<file path="src/rtl/wp_guard.sv">
module wp_guard #(
  parameter int          ADDR_W    = 8,
  parameter logic [3:0]  MEM_CODE  = 4'b1010,
  parameter logic [3:0]  LOCK_CODE = 4'b0110,
  parameter logic        FLAG_INIT = 1'b0
) (
  input  logic              clk,
  input  logic              rst_n,
  input  logic              wp_pin,
  input  logic              start_stb,
  input  logic              dev_stb,
  input  logic [3:0]        dev_code,
  input  logic              dev_rd,
  input  logic              addr_stb,
  input  logic              data_stb,
  input  logic [ADDR_W-1:0] byte_addr,
  input  logic              stop_stb,
  output logic              dev_ack,
  output logic              addr_ack,
  output logic              data_ack,
  output logic              commit_en,
  output logic              lock_req,
  output logic              lock_flag
);

  localparam int HI_BIT = ADDR_W - 1;

  typedef enum logic [2:0] {
    S_IDLE, S_MEM_WR, S_MEM_RD, S_LOCK_WR, S_IGNORE
  } sess_t;

  sess_t sess_q;
  logic  flag_q;
  logic  got_q;
  logic  blk_q;

  logic is_mem, is_lock, wr_sess, in_prot, allow, ended;

  assign is_mem   = (dev_code == MEM_CODE);
  assign is_lock  = (dev_code == LOCK_CODE) && !flag_q;
  assign wr_sess  = (sess_q == S_MEM_WR) || (sess_q == S_LOCK_WR);
  assign in_prot  = !byte_addr[HI_BIT];
  assign allow    = !wp_pin && ((sess_q == S_LOCK_WR) || !(flag_q && in_prot));
  assign ended    = got_q && !blk_q && !wp_pin;

  assign dev_ack   = dev_stb && (is_mem || (is_lock && !dev_rd));
  assign addr_ack  = addr_stb && wr_sess;
  assign data_ack  = data_stb && wr_sess && !blk_q && allow;
  assign commit_en = stop_stb && (sess_q == S_MEM_WR) && ended;
  assign lock_req  = stop_stb && (sess_q == S_LOCK_WR) && ended;
  assign lock_flag = flag_q;

  always_ff @(posedge clk or negedge rst_n) begin
    if (!rst_n) begin
      flag_q <= FLAG_INIT;
      sess_q <= S_IDLE;
      got_q  <= 1'b0;
      blk_q  <= 1'b0;
    end else begin
      if (lock_req)
        flag_q <= 1'b1;
      if (start_stb || stop_stb) begin
        sess_q <= S_IDLE;
        got_q  <= 1'b0;
        blk_q  <= 1'b0;
      end else if (dev_stb) begin
        got_q <= 1'b0;
        blk_q <= 1'b0;
        if (is_mem)
          sess_q <= dev_rd ? S_MEM_RD : S_MEM_WR;
        else if (is_lock && !dev_rd)
          sess_q <= S_LOCK_WR;
        else
          sess_q <= S_IGNORE;
      end else if (data_stb && wr_sess) begin
        if (data_ack)
          got_q <= 1'b1;
        else
          blk_q <= 1'b1;
      end
    end
  end

endmodule

</file>
<file path="config.mk">
export PLATFORM = sky130hd
export DESIGN_NAME = wp_guard
export DESIGN_NICKNAME = d
export VERILOG_FILES = /design/src/rtl/wp_guard.sv
export SDC_FILE = /design/constraint.sdc
export NUM_CORES = 1
export LEC_CHECK = 0
export ABC_AREA = 1
export BUFFER_PORTS_ARGS = -buffer_cell sky130_fd_sc_hd__buf_4
export CORE_AREA = 10 10 47 49
export DETAILED_ROUTE_END_ITERATION = 16
export DIE_AREA = 0 0 57 59
export PLACE_DENSITY = 0.62
export SETUP_SLACK_MARGIN = 0.05
export SLEW_MARGIN = 20
export SYNTH_ARGS = -nofsm -noshare
export SYNTH_HDL_FRONTEND = slang
export SYNTH_SLANG_ARGS = --single-unit
</file>
<file path="constraint.sdc">
create_clock -name clk -period 1.4 [get_ports clk]
set_clock_uncertainty 0.1 [all_clocks]
set_input_delay 0.07 -clock clk [delete_from_list [all_inputs] [get_ports clk]]
set_output_delay 0.07 -clock clk [all_outputs]
set_load 0.02 [all_outputs]
</file>
## Word level (Yosys, flattened, before mapping)

Cells that the tools add are included.

| word-level totals | value |
|---|---|
| flip-flop bits (word level) | 6 |
| input port bits | 21 |
| logic and storage cells | 52 |

| operators by class | value |
|---|---|
| equal/unequal tests | 5 |
| multiplexer cells | 13 |
| reduce and logical (&&, ||, !) cells | 30 |

Operators by type and width:

| kind | number |
|---|---|
| $logic_and 1x1->1 | 15 |
| $mux 3 | 4 |
| $mux 1 | 8 |
| $logic_not 1->1 | 6 |
| $reduce_bool 3->1 | 2 |
| $eq 4x3->1 const B | 1 |
| $eq 4x4->1 const B | 1 |
| $logic_or 1x1->1 | 4 |
| $reduce_and 2->1 | 2 |
| $eq 3x1->1 const B | 1 |
| $eq 3x2->1 const B | 1 |
| $ne 3x2->1 const B | 1 |
| $mux 2 | 1 |
| $reduce_bool 2->1 | 1 |

## Depth between registers and ports, before layout

Gate-level depths: netlist (run 1).

| logic depth | value |
|---|---|
| depth after elaboration | 10 |
| depth in mapped cells | 7 |

## Worst setup path before layout (run 1)

Ideal clock, no wire load.

| timing path | value |
|---|---|
| kind | register to output |
| start point | register blk_q |
| end point | output commit_en |
| slack | 0.022 ns |
| stages on the path, launching flop included | 4 |
| buffers on the path | 0 |
| required time | 1.230 ns |
| arrival | 1.208 ns |
| cell sequence | dfrtp_1 > nor2_2 > nand2_1 > nor4_1 |

| on the way | value |
|---|---|
| word-level cells in the longest chain between the ends | 4 |

RTL lines:

| what | line | source |
|---|---|---|
| start, declared | 35 | `logic blk_q;` |
| start signal, assigned | 58 | `blk_q <= 1'b0;` |
| start signal, assigned | 65 | `blk_q <= 1'b0;` |
| start signal, assigned | 68 | `blk_q <= 1'b0;` |
| $logic_not 1->1 | 44 | `assign ended = got_q && !blk_q && !wp_pin;` |
| $logic_and 1x1->1 (2 in series) | 44 |  |
| $logic_and 1x1->1 | 49 | `assign commit_en = stop_stb && (sess_q == S_MEM_WR) && ended;` |
| end, declared | 21 | `output logic commit_en,` |

Every way passes these cells.

## Worst setup path in the final report (run 1)

| timing path | value |
|---|---|
| start point | register blk_q |
| end point | output lock_req |

| on the way | value |
|---|---|
| word-level cells in the longest chain between the ends | 4 |

RTL lines:

| what | line | source |
|---|---|---|
| $logic_not 1->1 | 44 |  |
| $logic_and 1x1->1 (2 in series) | 44 |  |
| $logic_and 1x1->1 | 50 | `assign lock_req = stop_stb && (sess_q == S_LOCK_WR) && ended;` |
| end, declared | 22 | `output logic lock_req,` |

Every way passes these cells.

==> results of run 1 <==
-- layout make-up --
| class | count | area, um2 | share of cell area (%) |
|---|---|---|---|
| well taps | 16 | 20.0 | 2.92 |
| flip-flops and latches | 6 | 150 | 21.9 |
| inverters | 12 | 45.0 | 6.57 |
| multi-input cells | 38 | 238 | 34.7 |
| repair buffers | 26 | 210 | 30.7 |
| clock buffers | 3 | 22.5 | 3.28 |
-- routing by layer --
metal / vias to the layer above / part of all wire [%]
met5: - / 0
met4: 0 / 0.36
met3: 2 / 9.1
met2: 15 / 54
met1: 200 / 36
li1: 231 / -
-- flip-flops by register name, indices dropped and copies added (netlist names) --
register / cells
lock_flag: 1
blk_q: 1
got_q: 1
sess_q: 3
-- power breakdown --
part / internal (mW) / switching (mW)
registers: 0.176 / 0.00154
logic: 0.0457 / 0.0374
clock network: 0.0964 / 0.0545
-- cell usage in the layout, fill, tap and decap left out, drive strengths merged, types with 2 or more instances in the layout --
cell type and instances:
nor3 2, nand3 5, a21oi 2, buf 23, dlygate4sd3 3, o21ai 2
inv 12, nor2 12, dfrtp 6, clkbuf 3, nand2 12
-- kinds of logic (layout without fill, tap and decap cells) --
family	count (synthesis)	count (layout)
AND/OR/NAND/NOR	33	33
buffers and inverters	12	41
flip-flops	6	6
AO/OA/AOI/OAI	5	5
-- metrics by stage --
step	cells	setup TNS, ps	setup slack [ps]	area (um2)
after CTS	99	0	18.0	632
after global routing	101	-65.5	-59.0	686
after floorplan	56	0	195	395
final	101	0	15.4	686
after detailed placement	91	0	276	558
after global placement	91	0	278	558
-- worst max-delay path by stage --
stage / startpoint / to / slack (ps)
floorplan: blk_q$_DFFE_PN0P_ / lock_flag$_DFFE_PN0P_ / 190
global placement: blk_q$_DFFE_PN0P_ / commit_en / 280
detailed placement: sess_q[2]$_DFFE_PN0N_ / data_ack / 280
CTS: sess_q[2]$_DFFE_PN0N_ / data_ack / 20
global route: blk_q$_DFFE_PN0P_ / lock_req / -60
finish: blk_q$_DFFE_PN0P_ / lock_req / 20
-- worst min-delay path: stages --
cell and delay (ps):
buf_4 100, nor3_2 50, nand2_1 50, nand2_1 40
-- repair_timing --
action / CTS / global route
endpoints found under the setup margin: 4 / 4
pin swaps: 1 / 6
endpoints found under the hold margin: 7 / 0
hold buffers: 3 / 0
gates resized for setup: 2 / 12
setup buffers: 2 / 2
gates cloned: 0 / 0
==> impl_metrics.yaml, run 1 <==
status:
  status: "completed"
setup_path:
  slowest_delay_ps: 400
  crit_required_ps: 1230
  arrival_ps: 1210
  cp-start-kind: "flip-flop"
  regToRegStartpoint: "lock_flag$_DFFE_PN0P_"
  r2r-end: "sess_q[0]$_DFFE_PN0N_"
  crit_chain: "nor2_4, nand2_2, nor3_2, buf_4"
  critPathMaxFanout: 2
  path_delay_family: "flip-flops"
  path_class: "reg -> out"
  regToRegSetupSlack_ps: 250
  cp.depth: 4
  cp.buffers_inverters: 1
  cp_slowest_cell: "dfrtp_1"
  r2r_cells: 6
  cp-end-kind: "output pin"
floorplan:
  ios: 27
  start_util_pct: 27.8
  die_w_um: 57
  die-area_um2: 3360
  die_h_um: 59
  core_area_um2: 1400
  rows: 14
grt:
  overflow: 0
  grt_max_degree: 7
  met1_usage_pct: 5.50
  globalRouteMet2Util_pct: 12.4
  grt_usage_pct: 6.80
  antenna_found_initial: 0
  grt_pass1_wl_um: 1840
  busiest_layer: "met2"
  grt_pass1_vias: 466
  grtUsageMet3_pct: 4.72
clock_network:
  clk_pin_slew_ps: 40
  cts_root_buf: "clkbuf_4"
  clkSinkCount: 6
  clk_path_buf_depth: 2
  clkLatencyLatePin_ps: 240
  numCtsBuffers: 3
  htree_levels: 1
  cts_tree: "yes"
synth:
  synth_fa_ha_area_share_pct: 0
  synth_top_family_by_area: "simple AND/OR/NAND/NOR gates"
  synthFlopType: "dfrtp_1"
  synth_cell_type_count: 14
  synthTopCellsByArea: "dfrtp_1, nand2_1, inv_1"
  syn-num-nets: 77
  synth-edff-count: 0
  synth_common_cells: "nand2_1, inv_1, nor2_1"
  synth_simple_gate_area_share_pct: 39.9
  yosysTopAreaCell: "dfrtp_1"
  syn_area_um2: 389
  synth-xor-area-share_pct: 0
  synth_seq_cells: 6
  syn_avg_cell_area_um2: 6.95
  synth_seq_area_share_pct: 38.6
  synthMuxAreaShare_pct: 0
  ys.warnings.count: 0
  synth.most_common_cell: "nand2_1"
  synth_top_area_share_pct: 38.6
  synth_compound_area_share_pct: 9.97
  synthCells: 56
  ys_async_sr_fraction_pct: 100
sta:
  final-setup-viol-count: 0
  finalCritPeriodShare_pct: 98.9
  rsz0062_at_grt: "yes"
  slew_headroom_pct: 83.6
  maxSlewViolCount: 0
  worst_pin_slew_ps: 245
  max_clock_freq_mhz: 722
  hold_violations: 0
  min_period_ps: 1380
  whs_ps: 13.0
place:
  io_buffer_count: 19
  place.gp.congestion: 0.813
  hpwl_um: 880
routing:
  drt_wl_total_um: 1110
  wl_per_cell_um: 11.0
  drcViolationCount: 0
  avgViaCountPerCell: 4.44
  ant_nets: 0
  drtIter0Drc: 14
  dr_total_vias: 448
  drt_pass1_iterations: 4
run:
  maxCapViolCount: 0
worst_hold_path:
  min_path_cells: 4
  hold_path.class: "in -> reg"
  hp-start: "stop_stb"
  hold_end: "sess_q[1]$_DFFE_PN0N_"
final_layout:
  post-route-util_pct: 48.9
  fill_cells: 129
  nets: 108
  n_antenna_cell: 0
  drive_above_1_share_pct: 50.6
  area_growth_pct: 76.2
pwr:
  power_mw: 0.412
  powerDensity_nw_per_um2: 600
  p_leak_nw: 0.351
  ir_worst_vdd_mv: 0.379
Power figures use the tool's default switching activity.
==> run 2: changes to the inputs <==
- CORE_AREA: 10 10 47 49 -> 2 2 39 41
- DIE_AREA: 0 0 57 59 -> 0 0 41 43
==> impl_metrics.yaml, run 2 (same netlist as run 1, synthesis figures left out) <==
floorplan:
  die_w_um: 41
  rows: 14
  start_util_pct: 28.1
  ios: 27
  die_h_um: 43
  die-area_um2: 1760
  core_area_um2: 1380
setup_path:
  crit_chain: "nor2_2, nand2_1, nor4_2, buf_4"
  path_class: "reg -> out"
  critPathMaxFanout: 3
  cp-end-kind: "output pin"
  crit_required_ps: 1230
  cp.buffers_inverters: 1
  cp_slowest_cell: "dfrtp_1"
  slowest_delay_ps: 380
  path_delay_family: "flip-flops"
  arrival_ps: 1190
  cp-start-kind: "flip-flop"
place:
  place_worst_setup_slack_ps: 269
  io_buffer_count: 19
  place.gp.congestion: 0.770
  hpwl_um: 670
routing:
  drtIter0Drc: 7
  dr_total_vias: 420
  drt_wl_total_um: 869
  ant_nets: 0
  drcViolationCount: 0
  wl_per_cell_um: 8.87
  avgViaCountPerCell: 4.29
  drt_pass1_iterations: 4
grt:
  grt_max_degree: 7
  grt_pass1_vias: 371
  antenna_found_initial: 0
  grt_usage_pct: 11.4
  grt_pass1_wl_um: 1360
  overflow: 0
final_layout:
  final_common_cell: "buf_4"
  n_antenna_cell: 0
  largest_reg_flops: 3
  seqCellArea_um2: 150
  area_growth_pct: 61.1
  top_register: "sess_q"
  final_cell_mix: "buf_4, nand2_1, inv_1"
  fill_cells: 145
  multi_input_area_um2: 210
  nets: 105
  drive_above_1_share_pct: 45.1
clock_network:
  clk_path_buf_depth: 2
  numCtsBuffers: 3
  cts_tree: "yes"
  cts_root_buf: "clkbuf_4"
  clkSinkCount: 6
  clkLatencyLatePin_ps: 240
  clk_pin_slew_ps: 50
  htree_levels: 1
sta:
  setup_tns_ps: 0
  slew_headroom_pct: 82.3
  final-setup-viol-count: 0
  min_period_ps: 1360
  hold_violations: 0
  worst_pin_slew_ps: 264
  finalCritPeriodShare_pct: 97.5
  setup_ws_ps: 35.2
  maxSlewViolCount: 0
  rsz0062_at_grt: "yes"
  max_clock_freq_mhz: 733
worst_hold_path:
  hold_path.class: "in -> reg"
pwr:
  p_leak_nw: 0.333
  powerDensity_nw_per_um2: 654
  ir_worst_vdd_mv: 0.306
run:
  maxCapViolCount: 0
status:
  status: "completed"
[run 2: area by class of cell]
type / instances / area share [%]
inverters: 12 / 7.19
well taps: 16 / 3.19
flip-flops and latches: 6 / 24.0
multi-input cells: 38 / 33.5
clock buffers: 3 / 3.59
repair buffers: 23 / 28.5
[run 2: worst reg2reg max path, stage by stage, from the launching register on]
cell	delay, ps
dfrtp_1	380
nor2_1	90
nand2_1	90
a21oi_4	170
buf_4	130
nand2_1	50
nand2_1	50
[run 2: repair_timing]
action | in CTS | in global routing
resized for setup | 4 | 1
hold endpoints to repair | 6 | 0
buffers inserted | 0 | 3
hold buffers | 1 | 0
setup endpoints to repair | 3 | 4
pin swaps | 4 | 3
cloned | 0 | 0
[run 2: through the flow]
| step | cells | utilization, % | hold slack [ps] | total power [mW] | area (um2) |
|---|---|---|---|---|---|
| CTS | 95 | 43.4 | 1.42 | 0.410 | 601 |
| finish | 98 | 45.3 | 1.99 | 0.410 | 627 |
| global placement | 91 | 40.3 | -218 | 0.245 | 558 |
| floorplan | 56 | - | -326 | 0.205 | 395 |
| detailed placement | 91 | 40.3 | -218 | 0.245 | 558 |
| global route | 98 | 45.3 | 14.7 | 0.431 | 627 |
[run 2: per-layer routing]
layer	track usage [%]	share of wire (%)
met3	3.14	3.7
met1	12.8	43
met5	0	0
met2	17.5	51
met4	8.00	1.6
[run 2: worst paths after layout]
path / startpoint / end / slack [ps] / cells past startpoint
max: blk_q$_DFFE_PN0P_ / commit_en / 40 / 4
min: dev_stb / sess_q[1]$_DFFE_PN0N_ / 2 / 3
max reg2reg: lock_flag$_DFFE_PN0P_ / sess_q[0]$_DFFE_PN0N_ / 290 / 6
min reg2reg: got_q$_DFFE_PN0P_ / got_q$_DFFE_PN0P_ / 420 / 2
max in group asynchronous: rst_n / sess_q[2]$_DFFE_PN0N_ / 1010 / 2
min in group asynchronous: rst_n / blk_q$_DFFE_PN0P_ / 70 / 2
[run 2: power by group]
group          switching (mW)  internal [mW]
logic                  0.0338         0.0392
clock network          0.0625         0.0970
registers             0.00145          0.176
